<file path="src/rtl/jr_pkg.sv">
package jr_pkg;
  localparam int SEL_W = 4;

  typedef enum logic [SEL_W-1:0] {
    JC_ALWAYS = 4'd0,
    JC_LE     = 4'd1,
    JC_LT     = 4'd2,
    JC_EQ     = 4'd3,
    JC_NE     = 4'd4,
    JC_GE     = 4'd5,
    JC_GT     = 4'd6
  } jcond_e;

  typedef struct packed {
    logic ovf;
    logic zero;
    logic neg;
  } flags_t;
endpackage

</file>
<file path="src/rtl/jr_cond_eval.sv">
module jr_cond_eval
  import jr_pkg::*;
(
  input  logic [SEL_W-1:0] sel,
  input  flags_t           flags,
  output logic             cond_true,
  output logic             undefined
);
  logic lt_signed;

  assign lt_signed = flags.neg ^ flags.ovf;

  always_comb begin
    cond_true = 1'b0;
    undefined = 1'b0;
    case (sel)
      JC_ALWAYS: cond_true = 1'b1;
      JC_LE:     cond_true = lt_signed | flags.zero;
      JC_LT:     cond_true = lt_signed;
      JC_EQ:     cond_true = flags.zero;
      JC_NE:     cond_true = ~flags.zero;
      JC_GE:     cond_true = ~lt_signed;
      JC_GT:     cond_true = ~lt_signed & ~flags.zero;
      default:   undefined = 1'b1;
    endcase
  end
endmodule

</file>
<file path="src/rtl/jr_pc_select.sv">
module jr_pc_select #(
  parameter int ADDR_W = 32
) (
  input  logic              qualify,
  input  logic              cond_true,
  input  logic              undefined,
  input  logic [ADDR_W-1:0] dest_addr,
  input  logic [ADDR_W-1:0] seq_addr,
  output logic              take,
  output logic              flag_bad,
  output logic [ADDR_W-1:0] sel_addr
);
  assign take     = qualify & cond_true & ~undefined;
  assign flag_bad = qualify & undefined;
  assign sel_addr = take ? dest_addr : seq_addr;
endmodule

</file>
<file path="src/rtl/jr_pc_reg.sv">
module jr_pc_reg #(
  parameter int ADDR_W  = 32,
  parameter bit REG_OUT = 1'b1
) (
  input  logic              clk,
  input  logic              rst_n,
  input  logic              hold,
  input  logic [ADDR_W-1:0] d,
  output logic [ADDR_W-1:0] q
);
  generate
    if (REG_OUT) begin : g_reg
      logic [ADDR_W-1:0] pc_r;
      always_ff @(posedge clk or negedge rst_n) begin
        if (!rst_n)    pc_r <= '0;
        else if (!hold) pc_r <= d;
      end
      assign q = pc_r;
    end else begin : g_pass
      assign q = d;
    end
  endgenerate
endmodule

</file>
<file path="src/rtl/jump_resolver.sv">
module jump_resolver
  import jr_pkg::*;
#(
  parameter int ADDR_W = 32,
  parameter bit REG_PC = 1'b1
) (
  input  logic              clk,
  input  logic              rst_n,
  input  logic              stall,
  input  logic              is_jump,
  input  logic [3:0]        cond_sel,
  input  logic              flag_ovf,
  input  logic              flag_zero,
  input  logic              flag_neg,
  input  logic [ADDR_W-1:0] dest_addr,
  input  logic [ADDR_W-1:0] seq_addr,
  output logic              taken,
  output logic              bad_cond,
  output logic [ADDR_W-1:0] next_pc,
  output logic [ADDR_W-1:0] pc_q
);
  flags_t flags;
  logic   cond_true;
  logic   undefined;

  assign flags = '{ovf: flag_ovf, zero: flag_zero, neg: flag_neg};

  jr_cond_eval u_cond (
    .sel       (cond_sel),
    .flags     (flags),
    .cond_true (cond_true),
    .undefined (undefined)
  );

  jr_pc_select #(.ADDR_W(ADDR_W)) u_sel (
    .qualify   (is_jump),
    .cond_true (cond_true),
    .undefined (undefined),
    .dest_addr (dest_addr),
    .seq_addr  (seq_addr),
    .take      (taken),
    .flag_bad  (bad_cond),
    .sel_addr  (next_pc)
  );

  jr_pc_reg #(.ADDR_W(ADDR_W), .REG_OUT(REG_PC)) u_pc (
    .clk   (clk),
    .rst_n (rst_n),
    .hold  (stall),
    .d     (next_pc),
    .q     (pc_q)
  );
endmodule

</file>
<file path="config.mk">
export PLATFORM = sky130hd
export DESIGN_NAME = jump_resolver
export DESIGN_NICKNAME = d
export VERILOG_FILES = /design/src/rtl/jr_pkg.sv /design/src/rtl/jr_cond_eval.sv /design/src/rtl/jr_pc_select.sv /design/src/rtl/jr_pc_reg.sv /design/src/rtl/jump_resolver.sv
export SDC_FILE = /design/constraint.sdc
export NUM_CORES = 1
export LEC_CHECK = 0
export ABC_AREA = 0
export BUFFER_PORTS_ARGS = -buffer_cell sky130_fd_sc_hd__buf_2
export CORE_MARGIN = 2
export CORE_UTILIZATION = 37
export DETAILED_ROUTE_END_ITERATION = 8
export PLACE_DENSITY = 0.77
export SLEW_MARGIN = 10
export SYNTH_ARGS = -nofsm -noshare
export SYNTH_HDL_FRONTEND = slang
export SYNTH_HIERARCHICAL = 1
export SYNTH_SLANG_ARGS = --single-unit
</file>
<file path="constraint.sdc">
create_clock -name clk -period 1.24 [get_ports clk]
set_clock_uncertainty 0.05 [all_clocks]
set_input_delay 0.062 -clock clk [delete_from_list [all_inputs] [get_ports clk]]
set_output_delay 0.062 -clock clk [all_outputs]
set_load 0.03 [all_outputs]
</file>
Word-level counts from Yosys, hierarchy flattened
Cells that the tools add are included.
- magnitude comparators: 0
- shifts and indexed selects: 0
- mux-type cells: 3
- reductions and logical operators: 2
- bitwise logic cells: 8
- equality and inequality tests: 6
- divide/modulo/power cells: 0
- $mul: 0
- add/subtract/negate cells: 0
- operators with widths (operator ; count):
    32-bit two-way mux ; 1
    4-bit by 3-bit == test with 1-bit output, second input constant ; 3
    4-bit by 2-bit == test with 1-bit output, second input constant ; 2
    1-bit case mux with 7 select lines ; 1
    7-bit OR reduction ; 1
    1-bit AND ; 4
    4-bit by 1-bit == test with 1-bit output, second input constant ; 1
    4-bit zero test ; 1
    1-bit inverter ; 2
    1-bit two-way mux ; 1
    1-bit OR ; 1
    1-bit bitwise XOR ; 1
- RAM bits: 0
- memories kept: 0
- latch bits: 0
- ROM bits: 0
- bits in registers: 32
- logic and storage cells: 20

Longest topological paths before layout
Gate-level depths: netlist of run 1.
- word-level depth: 7
- depth in mapped cells: 7

Cells and area by module
Netlist of run 1, hierarchy kept.
- by module, submodules not included (module ; times used ; seq. area each (um^2) ; cells an instance ; area an instance (um^2)):
    jr_pc_reg ; 1 ; 800.8 ; 68 ; 1345.0
    jr_pc_select ; 1 ; 0.0 ; 38 ; 533.0
    jr_cond_eval ; 1 ; 0.0 ; 11 ; 90.1

Worst setup path after synthesis of run 1
OpenSTA, ideal clock, no wires.
- path kind: in2reg
- start point: input flag_neg
- end point: register u_pc.g_reg.pc_r[10], in the netlist u_pc/q[10]
- required time: 1.065 ns
- path buffers: 1
- setup time: 0.125 ns
- stages: 7
- setup slack: -0.420 ns
- arrival: 1.485 ns
- cell sequence: xnor2_1 > a2111o_1 > nand3_1 > nand3b_4 > buf_6 > mux2_4 > mux2_4
- word-level cells in the longest chain between the ends: 7
- ends and longest elaborated chain (element ; line ; source):
    from (decl) ; jump_resolver.sv:14 ; input logic flag_neg,
    1-bit bitwise XOR (*) ; jr_cond_eval.sv:11 ; assign lt_signed = flags.neg ^ flags.ovf;
    1-bit inverter ; jr_cond_eval.sv:22, jr_cond_eval.sv:23 ;
    1-bit AND ; jr_cond_eval.sv:23 ; JC_GT: cond_true = ~lt_signed & ~flags.zero;
    1-bit case mux with 7 select lines (*) ; jr_cond_eval.sv:16 ; case (sel)
    via cond_true ; jump_resolver.sv:23 ; logic cond_true;
    1-bit AND (*) (2 in a row) ; jr_pc_select.sv:13 ; assign take = qualify & cond_true & ~undefined;
    32-bit two-way mux (*) ; jr_pc_select.sv:15 ; assign sel_addr = take ? dest_addr : seq_addr;
    via next_pc[10] ; jump_resolver.sv:19 ; output logic [ADDR_W-1:0] next_pc,
    to (signal assigned) ; jr_pc_reg.sv:15 ; if (!rst_n) pc_r <= '0;
    to (signal assigned) ; jr_pc_reg.sv:16 ; else if (!hold) pc_r <= d;
    to (decl) ; jr_pc_reg.sv:13 ; logic [ADDR_W-1:0] pc_r;
Mark *: on every way through the listed nets, which the timed path passes. The rest lies on a longest branch.
A chain may end at the register's enable or synchronous reset.

Worst setup path after layout of run 1
- start point: input flag_ovf
- end point: output next_pc[20]
- word-level cells in the longest chain between the ends: 7
- ends and longest elaborated chain (element ; line ; source):
    from (decl) ; jump_resolver.sv:12 ; input logic flag_ovf,
    1-bit bitwise XOR (*) ; jr_cond_eval.sv:11 ;
    1-bit inverter ; jr_cond_eval.sv:22, jr_cond_eval.sv:23 ;
    1-bit AND ; jr_cond_eval.sv:23 ;
    1-bit case mux with 7 select lines (*) ; jr_cond_eval.sv:16 ;
    via cond_true ; jump_resolver.sv:23 ;
    1-bit AND (*) (2 in a row) ; jr_pc_select.sv:13 ;
    32-bit two-way mux (*) ; jr_pc_select.sv:15 ;
    to (decl) ; jump_resolver.sv:19 ;
Marks and branches as above.

==> results of run 1 <==
## final timing paths
check | start | to | cells past startpoint
max in group asynchronous | rst_n | u_pc/q[14] | 3
setup / recovery | flag_ovf | next_pc[20] | 8
hold / removal | dest_addr[28] | u_pc/q[28] | 3
min in group asynchronous | rst_n | u_pc/q[31] | 2
hold reg to reg | u_pc/q[29] | u_pc/q[29] | 1
setup reg to reg | u_pc/q[31] | u_pc/q[31] | 1
## synth_stat cells
cell type	number	share of area
mux2_4	59	0.45
dfrtp_1	32	0.41
mux2_2	5	0.029
buf_6	4	0.023
buf_12	3	0.031
nor4_1	2	0.0064
a2111o_1	1	0.0057
a31o_1	1	0.0045
and2_1	1	0.0032
and4bb_1	1	0.0064
and4bb_2	1	0.0064
inv_1	1	0.0019
nand3_1	1	0.0025
nand3b_4	1	0.010
nor3_1	1	0.0025
nor4b_1	1	0.0045
o21ai_1	1	0.0025
xnor2_1	1	0.0045
## cell families (layout without fill, tap and decap cells)
logic type | Yosys count | after routing | share of synthesized area
AOI/OAI and AO/OA | 3 | 3 | 0.01271
muxes | 64 | 64 | 0.4787
DFF | 32 | 32 | 0.4069
and+or+nand+nor | 9 | 9 | 0.04195
xor gates and xnor gates | 1 | 1 | 0.004451
buffers and inverters | 8 | 155 | 0.05531
## area by class of cell
class | instances | area [um^2]
fill | 405 | 1941
inverter | 1 | 6.256
clock buffer | 7 | 96.34
sequential | 32 | 800.8
multi-input combinational | 77 | 1151
tap | 70 | 87.58
timing repair buffer | 147 | 1025
## critical path, cell delays in order
cell	delay (ns)
buf_8	0.10
xnor2_4	0.13
a2111o_1	0.30
nand3_2	0.10
nand3b_4	0.16
buf_12	0.20
mux2_4	0.30
buf_2	0.18
## metrics by stage
stage / TNS [ns] / cell area [um^2]
finish: -22.44 / 3167
global placement: -28.12 / 2741
detailed placement: -29.30 / 2741
CTS: -19.99 / 2855
global route: -23.77 / 3167
floorplan: -15.18 / 1989
## per-layer routing
metal / up-vias / routed length (um) / part of all wire / GRT usage
met5: - / 0 / 0 / 0
met1: 760 / 2039 / 0.38 / 0.1911
met3: 4 / 406 / 0.077 / 0.05059
met2: 86 / 2823 / 0.53 / 0.2833
li1: 724 / - / - / -
met4: 0 / 34 / 0.0064 / 0.03818
## where the power goes
part / internal, mW / switching (mW) / total [mW]
Clock: 0.494 / 0.362 / 0.856
Combinational: 0.656 / 0.750 / 1.41
Sequential: 1.17 / 0.0690 / 1.24
Total: 2.32 / 1.18 / 3.50
## placed cells by master (no fill, tap or decap), types with 2 or more instances in the layout
cell	instances
buf_2	110
buf_6	27
clkbuf_16	2
dfrtp_1	32
clkbuf_8	7
nor4_4	2
buf_12	4
mux2_4	63
## what timing repair did
action                     4_1_cts  5_1_grt
pin swaps                        0        5
hold buffers                     1        0
setup endpoints to repair       65       65
hold endpoints to repair        32        0
setup buffers                    0        0
gates cloned                     0        2
resized for setup                3       92
==> impl_metrics.env, run 1 <==
export IMPL_drive_gt1_frac=0.8598
export IMPL_p_leak_nw=1.750
export IMPL_fin_crit_ns=1.657
export IMPL_hpwlAfterDp_um=3798
export IMPL_stdcell_count=334
export IMPL_tightest_slew_ns=0.3956
export IMPL_root_buffer="clkbuf_8"
export IMPL_boundaryPins=141
export IMPL_path_clk_slew_ns=0.06
export IMPL_clock_fmax_mhz=603.5
export IMPL_r2r_slack_ns=0.42
export IMPL_syn_area_per_cell_um2=16.82
export IMPL_syn_area_um2=1968
export IMPL_synth_yosys_warnings=6
export IMPL_crit_type="primary input to primary output"
export IMPL_synth_cell_types=18
export IMPL_die_w_um=76.94
export IMPL_drt_initial_drc_count=21
export IMPL_setup_viol=65
export IMPL_cts_tree="built"
export IMPL_timing_hold_ws_ns=0.1045
export IMPL_dp_cells=324
export IMPL_grt_pass1_vias=1569
export IMPL_clock_sinks=32
export IMPL_clk_path_buf_depth=2
export IMPL_dp_slack_ns=-0.5610
export IMPL_critical_path_required_ns=1.13
export IMPL_die_area_um2=5919
export IMPL_maxCapViolations=0
export IMPL_fin_ws_ns=-0.4169
export IMPL_synth_seq_area_share=0.4069
export IMPL_clk_latency_ns=0.27
export IMPL_htreeDepth=2
export IMPL_rsz0062_at_grt="yes"
export IMPL_rows=26
export IMPL_largest_reg_flops=32
export IMPL_status="finished, violations left"
export IMPL_route_detailed_drc=0
export IMPL_die_y_um=76.94
export IMPL_wirelength_um=5303
export IMPL_fin_util=0.6200
export IMPL_initial_core_util=0.3854
export IMPL_violations="setup timing"
export IMPL_end_kind="primary output"
export IMPL_antenna_cells=0
export IMPL_maxSlewHeadroom=0.7363
export IMPL_setup_worst_path_start_class="primary input"
export IMPL_antenna_found_initial=0
export IMPL_ys_seq_elements=32
export IMPL_grt_max_degree=33
export IMPL_wl_per_cell_um=15.88
export IMPL_power_mw=3.503
export IMPL_crit_fanout=9
export IMPL_final_nets=339
export IMPL_period_share=1.336
export IMPL_vias=1574
export IMPL_viasPerCell=4.713
export IMPL_core_um2=5107
export IMPL_grt_usage=0.1612
export IMPL_ant_nets=0
export IMPL_power_density_nw_per_um2=1106
export IMPL_hold_viol_final=0
export IMPL_netlist_instances=117
export IMPL_grt_pass1_wl_um=7534
export IMPL_area_growth_pct=60.90
export IMPL_place_gp_congestion=0.7224
export IMPL_grt_overflow=0
export IMPL_synth_nets=192
export IMPL_peakVddDrop_uv=615.2
export IMPL_portBuffers=140
export IMPL_drv_slew=0
export IMPL_drtPass1Iterations=3
export IMPL_numCtsBuffers=5
export IMPL_cp_data_arrival_time_ns=1.54
export IMPL_hold_path_class="primary input to register"
Power figures use the tool's default switching activity.
==> inputs of run 2 (changes only) <==
--- a/config.mk
+++ b/config.mk
@@ -11,6 +11,8 @@
 export CORE_UTILIZATION = 37
 export DETAILED_ROUTE_END_ITERATION = 8
 export PLACE_DENSITY = 0.77
+export RECOVER_POWER = 100
+export SKIP_CTS_REPAIR_TIMING = 1
 export SLEW_MARGIN = 10
 export SYNTH_ARGS = -nofsm -noshare
 export SYNTH_HDL_FRONTEND = slang
==> run 2 against run 1 <==
Effect of this change: the run still ends with setup timing left; sequential cell count is the same; largest cell class unchanged; combinational power decreased by 3%; critical path type unchanged; total power down 0.77%; non-clock buffer count is the same; final cell count did not move; clock power increased by 0.9%; clock-buffer cell count unchanged; via count down 0.57%; core utilization decreased by 0.96 points; worst hold slack worse by 0.0021 ns; critical path depth did not move.
==> impl_metrics.env, run 2 (synthesis results as in run 1) <==
export IMPL_status="finished, violations left"
export IMPL_violations="setup timing"
export IMPL_drtPass1Iterations=2
export IMPL_hpwlAfterDp_um=3798
export IMPL_fin_util=0.6105
export IMPL_fin_crit_ns=1.642
export IMPL_largest_reg_flops=32
export IMPL_cp_data_arrival_time_ns=1.53
export IMPL_initial_core_util=0.3854
export IMPL_power_density_nw_per_um2=1115
export IMPL_worstReg2RegEnd="u_pc/q[31]"
export IMPL_vias=1565
export IMPL_grt_pass1_vias=1563
export IMPL_boundaryPins=141
export IMPL_crit_type="primary input to primary output"
export IMPL_cts_tree="built"
export IMPL_clock_fmax_mhz=609.1
export IMPL_final_common_cell="buf_2"
export IMPL_end_kind="primary output"
export IMPL_p_leak_nw=1.655
export IMPL_portBuffers=140
export IMPL_clock_sinks=32
export IMPL_drt_initial_drc_count=23
export IMPL_fillerInstances=421
export IMPL_power_mw=3.475
export IMPL_peakVddDrop_uv=608.1
export IMPL_tightest_slew_ns=0.4417
export IMPL_r2r_slack_ns=0.41
export IMPL_wirelength_um=5334
export IMPL_clk_path_buf_depth=2
export IMPL_route_detailed_drc=0
export IMPL_final_nets=339
export IMPL_viasPerCell=4.686
export IMPL_die_area_um2=5919
export IMPL_setup_worst_path_start_class="primary input"
export IMPL_grt_max_degree=33
export IMPL_wl_per_cell_um=15.97
export IMPL_rows=26
export IMPL_startpoint="flag_ovf"
export IMPL_place_gp_congestion=0.7224
export IMPL_maxSlewHeadroom=0.7055
export IMPL_tns_ns=-21.32
export IMPL_root_buffer="clkbuf_8"
export IMPL_fin_ws_ns=-0.4017
export IMPL_htreeDepth=2
export IMPL_path_clk_slew_ns=0.06
export IMPL_multi_input_area_um2=1151
export IMPL_critical_path_required_ns=1.13
export IMPL_cp_endpoint="next_pc[20]"
export IMPL_ant_nets=0
export IMPL_stdcell_count=334
export IMPL_antenna_found_initial=0
export IMPL_maxCapViolations=0
export IMPL_grt_overflow=0
export IMPL_regArea_um2=800.8
export IMPL_hold_viol_final=0
export IMPL_numCtsBuffers=5
export IMPL_hold_path_class="primary input to register"
export IMPL_final_cell_mix="76 x buf_2, 63 x mux2_4, 33 x clkbuf_1"
export IMPL_dp_slack_ns=-0.5610
export IMPL_crit_fanout=9
export IMPL_die_w_um=76.94
export IMPL_period_share=1.324
export IMPL_worstReg2RegStart="u_pc/q[31]"
export IMPL_area_growth_pct=58.42
export IMPL_grt_usage=0.1607
export IMPL_dp_cells=324
export IMPL_reg2reg_depth=1
export IMPL_setup_viol=65
export IMPL_drv_slew=0
export IMPL_drive_gt1_frac=0.7348
export IMPL_grt_pass1_wl_um=7500
export IMPL_antenna_cells=0
export IMPL_die_y_um=76.94
export IMPL_clk_latency_ns=0.27
export IMPL_core_um2=5107
export IMPL_rsz0062_at_grt="yes"
-- run 2: cell count changes in the layout (fill, tap and decap cells not counted), sizes merged --
cell,previous run,this run
buf,143,109
clkbuf,10,44
-- run 2: per-stage QoR --
stage	hold WS [ns]	cell area [um^2]
6_report	0.1024	3118
5_1_grt	0.09735	3118
4_1_cts	-0.3331	2838
3_5_place_dp	-0.03268	2741
3_3_place_gp	-0.03823	2741
2_1_floorplan	-0.2836	1989
-- run 2: worst min path at each step --
stage | cells past startpoint | end | slack [ns] | start
detailed placement | 1 | u_pc/q[0] | -0.03 | rst_n
global route | 3 | u_pc/q[21] | 0.1 | seq_addr[21]
floorplan | 0 | u_pc/q[0] | -0.28 | rst_n
finish | 3 | u_pc/q[28] | 0.10 | dest_addr[28]
CTS | 1 | u_pc/q[31] | -0.33 | rst_n
global placement | 1 | u_pc/q[0] | -0.04 | rst_n
-- run 2: report_power, final --
part	switching, mW	internal, mW
registers	0.0732	1.17
logic	0.751	0.616
clock network	0.370	0.494
total	1.19	2.28
-- run 2: layout make-up --
type,instances,area share
Clock buffer,7,0.03090
Inverter,1,0.002006
Multi-Input combinational cell,77,0.3692
Sequential cell,32,0.2568
Tap cell,70,0.02809
Timing Repair Buffer,147,0.3130
-- run 2: layer usage --
metal,GRT usage,vias to the layer above,wire [um]
met3,0.05059,4,427
li1,-,721,-
met5,0,-,0
met4,0.03818,0,34
met1,0.1903,756,2110
met2,0.2825,84,2761
-- run 2: worst max-delay path, stage by stage --
cell and delay, ns:
buf_8 0.10, xnor2_4 0.13, a2111o_1 0.30, nand3_2 0.09
nand3b_4 0.15, buf_12 0.19, mux2_4 0.30, buf_2 0.18
==> inputs of run 3 (changes only) <==
--- a/config.mk
+++ b/config.mk
@@ -8,13 +8,12 @@
 export ABC_AREA = 0
 export BUFFER_PORTS_ARGS = -buffer_cell sky130_fd_sc_hd__buf_2
 export CORE_MARGIN = 2
-export CORE_UTILIZATION = 37
+export CORE_UTILIZATION = 36
 export DETAILED_ROUTE_END_ITERATION = 8
-export PLACE_DENSITY = 0.77
+export PLACE_DENSITY = 0.76
 export RECOVER_POWER = 100
 export SKIP_CTS_REPAIR_TIMING = 1
 export SLEW_MARGIN = 10
 export SYNTH_ARGS = -nofsm -noshare
 export SYNTH_HDL_FRONTEND = slang
-export SYNTH_HIERARCHICAL = 1
 export SYNTH_SLANG_ARGS = --single-unit
==> run 3 against run 2 <==
Effect of this change: clock power fell by 0.7%; die area fell by 1.5%; register-to-register slack improved by 0.04 ns; critical path depth fell by 1; combinational power rose by 23%; global-route usage rose by 4.5 points; critical path type unchanged; the flow still finishes with violations (setup timing); via count rose by 48%; synthesized cell count rose by 92%; synthesized area fell by 4.3%; sequential share of layout area fell by 1.7 points; final cell count rose by 34%; worst setup slack improved by 0.052 ns.
==> impl_metrics.env, run 3 <==
export IMPL_pwr_share_clk=0.228
export IMPL_drv_slew=0
export IMPL_place_gp_congestion=0.8211
export IMPL_numCtsBuffers=5
export IMPL_die_w_um=76.35
export IMPL_vias=2323
export IMPL_ant_nets=0
export IMPL_post_dp_cell_area_um2=3027
export IMPL_drt_initial_drc_count=71
export IMPL_cp_cell_sequence="buf_6 -> xnor3_2 -> o211a_4 -> buf_12 -> o21ai_2 -> nand2_2 -> buf_2"
export IMPL_crit_path_max_incr_delay_ns=0.46
export IMPL_intPower_mw=2.247
export IMPL_clock_fmax_mhz=628.9
export IMPL_core_um2=5075
export IMPL_fin_util=0.6573
export IMPL_synth_edff_count=0
export IMPL_crit_fanout=14
export IMPL_grt_pass1_vias=2176
export IMPL_synth_top_area_frac=0.4250
export IMPL_synth_yosys_warnings=0
export IMPL_path_clk_slew_ns=0.07
export IMPL_cp_endpoint="next_pc[16]"
export IMPL_fin_ws_ns=-0.3501
export IMPL_wirelength_um=6700
export IMPL_tightest_slew_ns=0.4351
export IMPL_violations="setup timing"
export IMPL_setup_worst_path_start_class="primary input"
export IMPL_worstReg2RegEnd="u_pc.q[17]"
export IMPL_synth_nets=300
export IMPL_rsz0062_at_grt="yes"
export IMPL_cts_tree="built"
export IMPL_crit_type="primary input to primary output"
export IMPL_clock_sinks=32
export IMPL_root_buffer="clkbuf_8"
export IMPL_maxCapViolations=0
export IMPL_htreeDepth=2
export IMPL_clk_path_buf_depth=2
export IMPL_route_detailed_drc=0
export IMPL_path_buf_inv=3
export IMPL_die_area_um2=5829
export IMPL_viasPerCell=5.185
export IMPL_synth_commonest_cells="33 x nor2_1, 32 x a31oi_1, 32 x dfrtp_1, 32 x nand2_1, 30 x o21ai_1"
export IMPL_reg2reg_depth=2
export IMPL_syn_area_um2=1884
export IMPL_largest_reg_flops=32
export IMPL_worstReg2RegStart="u_pc.q[17]"
export IMPL_startpoint="flag_neg"
export IMPL_crit_slowest_cell="xnor3_2"
export IMPL_rows=26
export IMPL_hold_viol_final=0
export IMPL_grt_usage=0.2060
export IMPL_p_seq_frac=0.327
export IMPL_antenna_found_initial=0
export IMPL_critical_path_required_ns=1.13
export IMPL_drive_gt1_frac=0.5873
export IMPL_stdcell_count=448
export IMPL_ys_async_sr_fraction=1.000
export IMPL_synth_cell_types=23
export IMPL_dominantRegCellSynth="dfrtp_1"
export IMPL_synth_seq_area_share=0.4250
export IMPL_die_y_um=76.35
export IMPL_initial_core_util=0.3713
export IMPL_hpwlAfterDp_um=4683
export IMPL_boundaryPins=141
export IMPL_setup_viol=37
export IMPL_power_mw=3.766
export IMPL_final_cell_mix="91 x buf_2, 32 x nand2_2, 32 x nor2_1, 32 x clkbuf_1, 32 x dfrtp_1"
export IMPL_yosys_area_top_type="dfrtp_1"
export IMPL_critical_path_top_delay_family="XOR/XNOR gates"
export IMPL_grt_overflow=0
export IMPL_maxSlewHeadroom=0.7099
export IMPL_final_common_cell="buf_2"
export IMPL_hold_path_class="primary input to register"
export IMPL_crit_cells=7
export IMPL_area_growth_pct=77.03
export IMPL_grt_pass1_wl_um=9873
export IMPL_p_leak_nw=1.472
export IMPL_netlist_instances=225
export IMPL_r2r_slack_ns=0.45
export IMPL_antenna_cells=0
export IMPL_syn_area_per_cell_um2=8.375
export IMPL_fin_area_um2=3336
export IMPL_clk_latency_ns=0.27
export IMPL_period_share=1.282
export IMPL_combPwrFrac=0.445
export IMPL_status="finished, violations left"
export IMPL_dp_slack_ns=-0.3443
export IMPL_drtPass1Iterations=4
export IMPL_power_switching_mw=1.519
export IMPL_portBuffers=140
export IMPL_ys_seq_elements=32
export IMPL_synth_area_leaders="dfrtp_1 42%, a31oi_1 11%, o21ai_1 8.0%"
export IMPL_dp_cells=439
export IMPL_cp_data_arrival_time_ns=1.48
export IMPL_yosysMostFrequentCell="nor2_1"
export IMPL_power_density_nw_per_um2=1129
export IMPL_fin_crit_ns=1.590
export IMPL_end_kind="primary output"
export IMPL_peakVddDrop_uv=575.3
export IMPL_final_nets=453
export IMPL_wl_per_cell_um=14.96
export IMPL_grt_max_degree=45
export IMPL_sw_frac_of_total=0.4033
export IMPL_fillerInstances=452
-- run 3: changes by cell type after synthesis, sizes merged, moves of 9 or more --
cell    change
clkbuf      +9
a31oi      +32
mux2       -64
nand2      +32
o21ai      +32
nor2       +33
nand3      +31
-- run 3: worst min-delay path by stage --
| stage | start | to | cells past startpoint |
|---|---|---|---|
| after floorplan | rst_n | u_pc.q[0] | 0 |
| after global placement | rst_n | u_pc.q[19] | 1 |
| after detailed placement | rst_n | u_pc.q[19] | 1 |
| after CTS | rst_n | u_pc.q[28] | 1 |
| after global routing | dest_addr[0] | u_pc.q[0] | 3 |
| final | seq_addr[10] | u_pc.q[10] | 3 |
-- run 3: power by group through the flow --
stage	clock network [mW]	logic (mW)	registers (mW)
6_report	0.858	1.68	1.23
3_3_place_gp	0	1.54	1.24
2_1_floorplan	0	0.758	1.48
4_1_cts	0.871	1.56	1.23
3_5_place_dp	0	1.56	1.24
5_1_grt	0.922	1.78	1.24
-- run 3: through the flow --
stage	hold slack (ns)	TNS, ns
3_3_place_gp	-0.03957	-18.28
2_1_floorplan	-0.2836	-6.196
6_report	0.01174	-10.02
4_1_cts	-0.3336	-10.68
5_1_grt	0.01540	-11.80
3_5_place_dp	-0.03716	-19.25
-- run 3: layout make-up --
class	count	area (um^2)	share of cell area
inverters	2	7.507	0.002251
flip-flops and latches	32	800.8	0.2401
well taps	70	87.58	0.02626
repair buffers	163	1027	0.3080
multi-input cells	174	1316	0.3946
clock buffers	7	96.34	0.02888
-- run 3: layer usage --
metal	vias to the layer above	GRT usage	routed length [um]
met5	-	0	0
met4	0	0.04182	106
met3	11	0.05450	378
met2	88	0.3628	3488
met1	1110	0.2542	2727
li1	1114	-	-
-- run 3: kinds of logic after synthesis --
logic type	synth area share
and+or+nand+nor	0.2583
AOI/OAI and AO/OA	0.2211
DFF	0.4250
buffers and inverters	0.07768
xor gates and xnor gates	0.01261
muxes	0.005312
-- run 3: worst reg2reg max path, cell delays in order (launching register included) --
cell and delay, ns:
dfrtp_1 0.39, nor2_1 0.16, a31oi_2 0.07
